[config.mk]
export PLATFORM = sky130hd
export DESIGN_NAME = bank_cfg_unit
export DESIGN_NICKNAME = d
export VERILOG_FILES = /design/src/rtl/bank_cfg_pkg.sv /design/src/rtl/bank_cfg_regs.sv /design/src/rtl/bank_cfg_decode.sv /design/src/rtl/bank_cfg_share.sv /design/src/rtl/bank_cfg_pages.sv /design/src/rtl/bank_cfg_unit.sv
export SDC_FILE = /design/constraint.sdc
export NUM_CORES = 1
export LEC_CHECK = 0
export BUFFER_PORTS_ARGS = -buffer_cell sky130_fd_sc_hd__buf_2
export CAP_MARGIN = 15
export CORE_MARGIN = 1
export CORE_UTILIZATION = 30
export DETAILED_ROUTE_END_ITERATION = 10
export GPL_ROUTABILITY_DRIVEN = 1
export HOLD_SLACK_MARGIN = 0.02
export PLACE_DENSITY = 0.53
export SYNTH_ARGS = -nofsm -noshare
export SYNTH_HDL_FRONTEND = slang
export SYNTH_HIERARCHICAL = 1
export SYNTH_SLANG_ARGS = --single-unit
[constraint.sdc]
create_clock -name clk -period 2.35 [get_ports clk]
set_clock_uncertainty 0.1 [all_clocks]
set_input_delay 0.47 -clock clk [delete_from_list [all_inputs] [get_ports clk]]
set_output_delay 0.47 -clock clk [all_outputs]
set_load 0.01 [all_outputs]
[src/rtl/bank_cfg_pkg.sv]
// Shared widths, register indices and the decoded visibility record
// of the banked memory configuration unit. Assumes an 8-bit data path.
package bank_cfg_pkg;
    localparam int DW       = 8;
    localparam int AW       = 16;
    localparam int PAW      = 17;
    localparam int IW       = 4;
    localparam int NREG     = 11;
    localparam int SELW     = 3;
    localparam int NPRESET  = 4;
    localparam int IDX_CFG  = 0;
    localparam int IDX_MODE = 5;
    localparam int IDX_RCR  = 6;
    localparam int IDX_PZL  = 7;
    localparam int IDX_PZH  = 8;
    localparam int IDX_POL  = 9;
    localparam int IDX_POH  = 10;
    localparam logic [DW-1:0] HOLE_VAL = 8'h0F;

    typedef logic [DW-1:0] byte_t;

    typedef struct packed {
        logic io;
        logic blo;
        logic bhi;
        logic kern;
        logic chr;
        logic edit;
        logic bank;
    } vis_t;
endpackage

[src/rtl/bank_cfg_regs.sv]
// Register file with processor port and fixed mirror port.
// Computes next register contents and load strobes for the decoders.
// Assumes index 0 is the configuration register and the mirror offsets
// 1..NPRESET name preset registers at the same indices.
module bank_cfg_regs
    import bank_cfg_pkg::*;
(
    input  logic            clk,
    input  logic            rst_n,
    input  logic            cs,
    input  logic            we,
    input  logic [IW-1:0]   idx,
    input  byte_t           wdata,
    input  logic            mir_cs,
    input  logic            mir_we,
    input  logic [SELW-1:0] mir_sel,
    input  byte_t           mir_wdata,
    output byte_t           rdata,
    output byte_t           mir_rdata,
    output byte_t           cfg_nxt,
    output byte_t           rcr_nxt,
    output logic [1:0][DW-1:0] pg_lo_nxt,
    output logic [1:0][DW-1:0] pg_hi_nxt,
    output logic            ld_cfg,
    output logic            ld_rcr,
    output logic            ld_page
);
    byte_t regs_q [NREG];
    byte_t regs_d [NREG];
    logic  port_hit;
    logic  mir_hit;
    byte_t mir_val;

    // Decide which writes land this cycle.
    always_comb begin
        port_hit = cs && we && (int'(idx) < NREG);
        mir_hit  = mir_cs && mir_we && (int'(mir_sel) <= NPRESET);
        mir_val  = (mir_sel == '0) ? mir_wdata : regs_q[int'(mir_sel)];
    end

    // Build next register contents; port write overrides mirror on index 0.
    always_comb begin
        for (int i = 0; i < NREG; i++) regs_d[i] = regs_q[i];
        if (mir_hit) regs_d[IDX_CFG] = mir_val;
        if (port_hit) begin
            if (int'(idx) == IDX_MODE)
                regs_d[int'(idx)] = (wdata & 8'h7F) | 8'h30;
            else
                regs_d[int'(idx)] = wdata;
        end
    end

    // Register storage.
    always_ff @(posedge clk) begin
        if (!rst_n) begin
            for (int i = 0; i < NREG; i++) regs_q[i] <= '0;
        end else begin
            for (int i = 0; i < NREG; i++) regs_q[i] <= regs_d[i];
        end
    end

    // Load strobes for the registered decoders.
    always_comb begin
        ld_cfg  = mir_hit || (port_hit && int'(idx) == IDX_CFG);
        ld_rcr  = port_hit && int'(idx) == IDX_RCR;
        ld_page = port_hit && int'(idx) >= IDX_PZL && int'(idx) <= IDX_POH;
    end

    // Next values handed to the decoders.
    always_comb begin
        cfg_nxt      = regs_d[IDX_CFG];
        rcr_nxt      = regs_d[IDX_RCR];
        pg_lo_nxt[0] = regs_d[IDX_PZL];
        pg_hi_nxt[0] = regs_d[IDX_PZH];
        pg_lo_nxt[1] = regs_d[IDX_POL];
        pg_hi_nxt[1] = regs_d[IDX_POH];
    end

    // Read multiplexers for both ports.
    always_comb begin
        if (int'(idx) >= NREG)          rdata = HOLE_VAL;
        else if (int'(idx) == IDX_MODE) rdata = regs_q[IDX_MODE] | 8'h80;
        else                            rdata = regs_q[int'(idx)];
        mir_rdata = regs_q[IDX_CFG];
    end
endmodule

[src/rtl/bank_cfg_decode.sv]
// Decodes the configuration byte into visibility flags and bank select.
// Registered; loads on ld. Character ROM starts hidden although the
// reset byte would decode it visible, so the flags carry their own reset.
module bank_cfg_decode
    import bank_cfg_pkg::*;
(
    input  logic  clk,
    input  logic  rst_n,
    input  logic  ld,
    input  byte_t cfg,
    output vis_t  vis
);
    vis_t dec;

    // Combinational field decode of the configuration byte.
    always_comb begin
        dec.io   = ~cfg[0];
        dec.blo  = ~cfg[1];
        dec.bhi  = (cfg[3:2] == 2'b00);
        dec.kern = (cfg[5:4] == 2'b00);
        dec.chr  = (cfg[5:4] == 2'b00);
        dec.edit = (cfg[5:4] == 2'b00);
        dec.bank = cfg[6];
    end

    // Hold decoded flags; reload when the configuration byte is written.
    always_ff @(posedge clk) begin
        if (!rst_n)  vis <= '{io:1'b1, blo:1'b1, bhi:1'b1, kern:1'b1,
                               chr:1'b0, edit:1'b1, bank:1'b0};
        else if (ld) vis <= dec;
    end
endmodule

[src/rtl/bank_cfg_share.sv]
// Decodes the RAM configuration byte into video base and shared limits.
// Registered; loads on ld. Sizes: code 0 = 1K, else 2K shifted by code.
module bank_cfg_share
    import bank_cfg_pkg::*;
(
    input  logic           clk,
    input  logic           rst_n,
    input  logic           ld,
    input  byte_t          rcr,
    output logic [PAW-1:0] vid_base,
    output logic [AW-1:0]  lo_lim,
    output logic [AW-1:0]  hi_lim
);
    localparam logic [AW-1:0] TOP      = '1;
    localparam logic [AW-1:0] MIN_SIZE = AW'(16'h0400);
    localparam logic [AW-1:0] STEP     = AW'(16'h0800);

    logic [AW-1:0] size;

    // Window size from the two size bits.
    always_comb begin
        if (rcr[1:0] == 2'b00) size = MIN_SIZE;
        else                   size = STEP << rcr[1:0];
    end

    // Hold limits and video base; reload on a write of the RAM config byte.
    always_ff @(posedge clk) begin
        if (!rst_n) begin
            vid_base <= '0;
            lo_lim   <= '0;
            hi_lim   <= TOP;
        end else if (ld) begin
            vid_base <= PAW'({rcr[7:6], 8'h00});
            lo_lim   <= rcr[2] ? size : '0;
            hi_lim   <= rcr[3] ? (TOP - size) : TOP;
        end
    end
endmodule

[src/rtl/bank_cfg_pages.sv]
// Relocation bases for the NPAGE low pages, one registered base each.
// Base = high byte bit 0 as bank bit, low byte as page number.
module bank_cfg_pages
    import bank_cfg_pkg::*;
#(
    parameter int NPAGE = 2
) (
    input  logic                       clk,
    input  logic                       rst_n,
    input  logic                       ld,
    input  logic [NPAGE-1:0][DW-1:0]   pg_lo,
    input  logic [NPAGE-1:0][DW-1:0]   pg_hi,
    output logic [NPAGE-1:0][PAW-1:0]  base
);
    for (genvar p = 0; p < NPAGE; p++) begin : g_page
        // Hold one page base; reset to its identity location.
        always_ff @(posedge clk) begin
            if (!rst_n)  base[p] <= PAW'(p * 256);
            else if (ld) base[p] <= {pg_hi[p][0], pg_lo[p], 8'h00};
        end
    end
endmodule

[src/rtl/bank_cfg_unit.sv]
// Top of the banked memory configuration unit: register file plus three
// registered decoders. Assumes single clock, synchronous active-low reset.
module bank_cfg_unit
    import bank_cfg_pkg::*;
(
    input  logic            clk,
    input  logic            rst_n,
    input  logic            cs,
    input  logic            we,
    input  logic [3:0]      idx,
    input  logic [7:0]      wdata,
    output logic [7:0]      rdata,
    input  logic            mir_cs,
    input  logic            mir_we,
    input  logic [2:0]      mir_sel,
    input  logic [7:0]      mir_wdata,
    output logic [7:0]      mir_rdata,
    output logic            io_vis,
    output logic            basic_lo_vis,
    output logic            basic_hi_vis,
    output logic            kern_vis,
    output logic            char_vis,
    output logic            edit_vis,
    output logic            ram_bank,
    output logic [16:0]     vid_base,
    output logic [15:0]     shr_lo_lim,
    output logic [15:0]     shr_hi_lim,
    output logic [16:0]     pz_base,
    output logic [16:0]     po_base
);
    byte_t                     cfg_nxt;
    byte_t                     rcr_nxt;
    logic [1:0][DW-1:0]        pg_lo_nxt;
    logic [1:0][DW-1:0]        pg_hi_nxt;
    logic                      ld_cfg;
    logic                      ld_rcr;
    logic                      ld_page;
    vis_t                      vis;
    logic [1:0][PAW-1:0]       bases;

    bank_cfg_regs u_regs (
        .clk(clk), .rst_n(rst_n), .cs(cs), .we(we), .idx(idx), .wdata(wdata),
        .mir_cs(mir_cs), .mir_we(mir_we), .mir_sel(mir_sel),
        .mir_wdata(mir_wdata), .rdata(rdata), .mir_rdata(mir_rdata),
        .cfg_nxt(cfg_nxt), .rcr_nxt(rcr_nxt), .pg_lo_nxt(pg_lo_nxt),
        .pg_hi_nxt(pg_hi_nxt), .ld_cfg(ld_cfg), .ld_rcr(ld_rcr),
        .ld_page(ld_page)
    );

    bank_cfg_decode u_dec (
        .clk(clk), .rst_n(rst_n), .ld(ld_cfg), .cfg(cfg_nxt), .vis(vis)
    );

    bank_cfg_share u_share (
        .clk(clk), .rst_n(rst_n), .ld(ld_rcr), .rcr(rcr_nxt),
        .vid_base(vid_base), .lo_lim(shr_lo_lim), .hi_lim(shr_hi_lim)
    );

    bank_cfg_pages #(.NPAGE(2)) u_pages (
        .clk(clk), .rst_n(rst_n), .ld(ld_page), .pg_lo(pg_lo_nxt),
        .pg_hi(pg_hi_nxt), .base(bases)
    );

    // Fan the packed records out to the ports.
    always_comb begin
        io_vis       = vis.io;
        basic_lo_vis = vis.blo;
        basic_hi_vis = vis.bhi;
        kern_vis     = vis.kern;
        char_vis     = vis.chr;
        edit_vis     = vis.edit;
        ram_bank     = vis.bank;
        pz_base      = bases[0];
        po_base      = bases[1];
    end
endmodule

Word level (Yosys, flattened, before mapping). Memory sizes are Yosys's and may differ from the RTL's. Index checks and enable logic that the tools add are counted.

Add/subtract/negate cells: 1. Multipliers: 0. Divide/modulo/power cells: 0. Magnitude comparators: 7. Eq/ne operators: 2. Shift operators: 1. Muxes and demuxes: 26. Bitwise gates (word level): 14. Reduce and logical (&&, ||, !) cells: 15.

Operators by type and width (number): $bwmux 88 (2); $mux 88 (2); $mux 8 (16); $mux 16 (3); $demux 8 s4 (1); $ge 32x5->1 const B (1); $lt 32x1->1 const B (1); $not 4->32 (1); $shl 12x2->16 const A (1); $sub 16x16->16 const A (1); $or 1x1->1 (11); $logic_and 1x1->1 (9); $eq 4x4->1 const B (2); $logic_not 2->1 (3); $ge 4x3->1 const B (1); $ge 4x4->1 const B (1); $le 4x4->1 const B (1); $logic_not 4->1 (1); $lt 4x4->1 const B (1); $le 3x3->1 const B (1); $logic_not 3->1 (1); $mux 1 (2); $not 1->1 (2); $logic_or 1x1->1 (1).

Register bits: 58. Latch bits: 0. Memory bits (writable): 88. Bits in read-only memories: 0. Input port bits: 29. Memories: 1.

Memories: u_regs.regs_q (depth 11, bits a word 8, read ports 13, clocked after Yosys merged registers in 0, write ports 11, line bank_cfg_regs.sv:28) `byte_t regs_q [NREG];`.

Depth between registers and ports, before layout.
Depth in word-level cells: 12. Depth in mapped cells: 10. Gate-level depth less buffers: 6.

Hierarchy. Netlist, hierarchy kept.

By module, submodules not included: bank_cfg_regs (times used 1, cells an instance 496, area each 4748.3 sq um, seq. area each 1741.7 sq um); bank_cfg_pages (times used 1, cells an instance 74, area each 809.5 sq um, seq. area each 360.3 sq um); bank_cfg_share (times used 1, cells an instance 81, area each 733.2 sq um, seq. area each 200.2 sq um); bank_cfg_decode (times used 1, cells an instance 25, area each 245.2 sq um, seq. area each 120.1 sq um).

Worst setup path after synthesis. Ideal clock, no wire load.

Kind: input port to output port. Start point: input idx[1]. End point: output rdata[4]. Data arrival time: 1.603 ns. Data required time: 1.780 ns. Slack: 0.177 ns. Stages on the path: 6. Path buffers: 3. Path through: buf_6 -> buf_4 -> buf_2 -> mux4_2 -> o21ai_0 -> o22ai_1.

Cells in the longest elaborated chain, start to end: 3.

Ends and longest elaborated chain: from (decl) (line bank_cfg_unit.sv:10) `input logic [3:0] idx,`; $mem_v2 11x8 or $eq 4x4->1 (tied branches); $mux 8 (line bank_cfg_regs.sv:82) `else if (int'(idx) == IDX_MODE) rdata = regs_q[IDX_MODE] | 8'h80;`; $mux 8 (*) (line bank_cfg_regs.sv:81) `if (int'(idx) >= NREG) rdata = HOLE_VAL;`; to (decl) (line bank_cfg_unit.sv:12) `output logic [7:0] rdata,`.

Every way passes the cells marked *; elsewhere a longest branch is shown, timed or not.

==> flow_metrics.env <==
export IMPL_clockRootBuffer="clkbuf_16"
export IMPL_leakage_nw=3.36
export IMPL_grt_pass1_wl_mm=28.5
export IMPL_grt_pass1_vias=4805
export IMPL_io_pins=135
export IMPL_num_antenna_cells=0
export IMPL_clk_path_buf_depth=2
export IMPL_period_needed_ns=2.33
export IMPL_p_total_mw=5.29
export IMPL_grt_start_max_net_pins=70
export IMPL_drtPass1Iterations=4
export IMPL_track_usage_pct=17.1
export IMPL_avgSynthCellArea_sq_um=9.72
export IMPL_clk_pin_slew_ns=0.06
export IMPL_ant_nets=0
export IMPL_crit_path_max_fanout=3
export IMPL_final_setup_viol_count=0
export IMPL_grt_overflow_total=0
export IMPL_start_util_pct=30.7
export IMPL_cts_made_buffers=17
export IMPL_hpwl_mm=13.6
export IMPL_vias=5018
export IMPL_start_kind="flop"
export IMPL_rows=53
export IMPL_max_freq_mhz=430
export IMPL_post_route_period_util_pct=99.0
export IMPL_cts_tree="built"
export IMPL_antenna_found_initial=0
export IMPL_drive_gt1_share_pct=31.9
export IMPL_htreeDepth=4
export IMPL_hold_viol_final=0
export IMPL_area_growth_syn_to_layout_pct=21.6
export IMPL_syn_area_sq_um=6500
export IMPL_rsz0062_at_grt="yes"
export IMPL_cellPowerDensity_nw_per_um2=670
export IMPL_slew_viol_final=0
export IMPL_fin_cells=1064
export IMPL_nNetsFinal=806
export IMPL_die_w_um=149
export IMPL_io_buffer_count=79
export IMPL_drc_errors=0
export IMPL_postSynthCellCount=669
export IMPL_clk_latency_ns=0.41
export IMPL_final_util_pct=37.4
export IMPL_die_area_sq_um=22300
export IMPL_design_area_sq_um=7910
export IMPL_cts_setup_buffers=0
export IMPL_required_ns=1.78
export IMPL_critPathKind="reg -> out"
export IMPL_crit_path_end_kind="primary output"
export IMPL_cts_hold_fix_buffers=0
export IMPL_hold_ws_ns=0.208
export IMPL_avgViaCountPerCell=4.72
export IMPL_crit_arrival_ns=1.76
export IMPL_gp_congestion=0.855
export IMPL_slew_headroom_pct=58.7
export IMPL_cap_violations=0
export IMPL_place_area_sq_um=7250
export IMPL_routed_wl_mm=18.6
export IMPL_clock_sinks=121
export IMPL_status="complete, no violations"
export IMPL_yosys_warnings=6
export IMPL_wl_per_cell_um=17.5
export IMPL_first_iter_violations=300
export IMPL_worstMarginPinSlew_ns=0.618
export IMPL_dp_cells=1033
export IMPL_min_path_type="in -> reg"
export IMPL_die_y_um=149
export IMPL_ir_drop_uv=474
export IMPL_core_sq_um=21200
what timing repair did:
| item | in CTS | in global routing |
|---|---|---|
| gates cloned | 0 | 0 |
| gates resized for setup | 10 | 8 |
| endpoints found under the setup margin | 8 | 5 |
per-stage QoR:
step | worst slack, ns | TNS (ns)
after detailed placement | -0.152 | -0.919
after global placement | -0.162 | -0.874
after global routing | -0.00920 | -0.0122
final | 0.0228 | 0
after floorplan | 0.177 | 0
after CTS | -0.0169 | -0.0169
sequential cells by signal, indices dropped and copies added, names as in the netlist:
name / flops
u_regs/regs_q: 87
u_share/lo_lim: 4
u_share/vid_base: 2
u_share/hi_lim: 4
u_pages/base: 18
u_dec/vis: 6
metal layers:
layer,up-vias,track usage (%),wire [um]
li1,2471,-,-
met1,2358,23.9,9150
met2,169,26.3,8250
met3,20,3.12,869
met4,0,6.07,325
met5,-,0,0
area by class of cell:
class / instances / area [sq um]
sequential: 121 / 2430
inverter: 12 / 45.0
multi-input combinational: 484 / 3560
timing repair buffer: 141 / 923
tap: 275 / 344
fill: 2133 / 13200
clock buffer: 20 / 457
clock inverter: 11 / 148
path summary, 6_finish.rpt:
check / from / end / slack, ns / cells after the start
worst min register to register: u_regs/regs_q[5][4]$_SDFFE_PN0P_ / u_regs/regs_q[5][4]$_SDFFE_PN0P_ / 0.37 / 2
worst min-delay path: wdata[7] / u_regs/regs_q[1][7]$_SDFFE_PN0P_ / 0.21 / 3
worst max-delay path: u_regs/regs_q[2][5]$_SDFFE_PN0P_ / rdata[5] / 0.02 / 5
worst max register to register: u_regs/regs_q[1][5]$_SDFFE_PN0P_ / u_dec/vis[3]$_SDFFE_PN1P_ / 0.58 / 5
worst max-delay path, cell delays in order, from the launching register on:
cell and delay (ns):
dfxtp_1 0.34, mux4_2 0.50, o21ai_2 0.14, o22ai_1 0.09
buf_4 0.14, buf_2 0.13
cells in the final DEF, fill, tap and decap left out, drive strengths merged, types with 3 or more instances in the layout:
cell type,n
buf,141
dfxtp,121
mux2i,70
nor2,59
conb,55
mux2,43
and2,41
o21ai,26
nor2b,25
nand2,25
clkbuf,20
a21oi,15
o22ai,14
mux4,12
inv,12
nand2b,12
o221ai,9
a211oi,9
a21boi,9
nor3,7
or3,6
a221oi,5
clkinvlp,4
o2111ai,4
nand4b,4
clkinv,4
bufinv,3
and4b,3
a2bb2oi,3
and4bb,3
report_power, final:
group,switching [mW],total [mW],internal (mW)
Sequential,0.0240,2.10,2.08
Clock,0.950,2.66,1.71
Combinational,0.313,0.526,0.213
Total,1.29,5.29,4.01
Power figures use the tool's default switching activity.
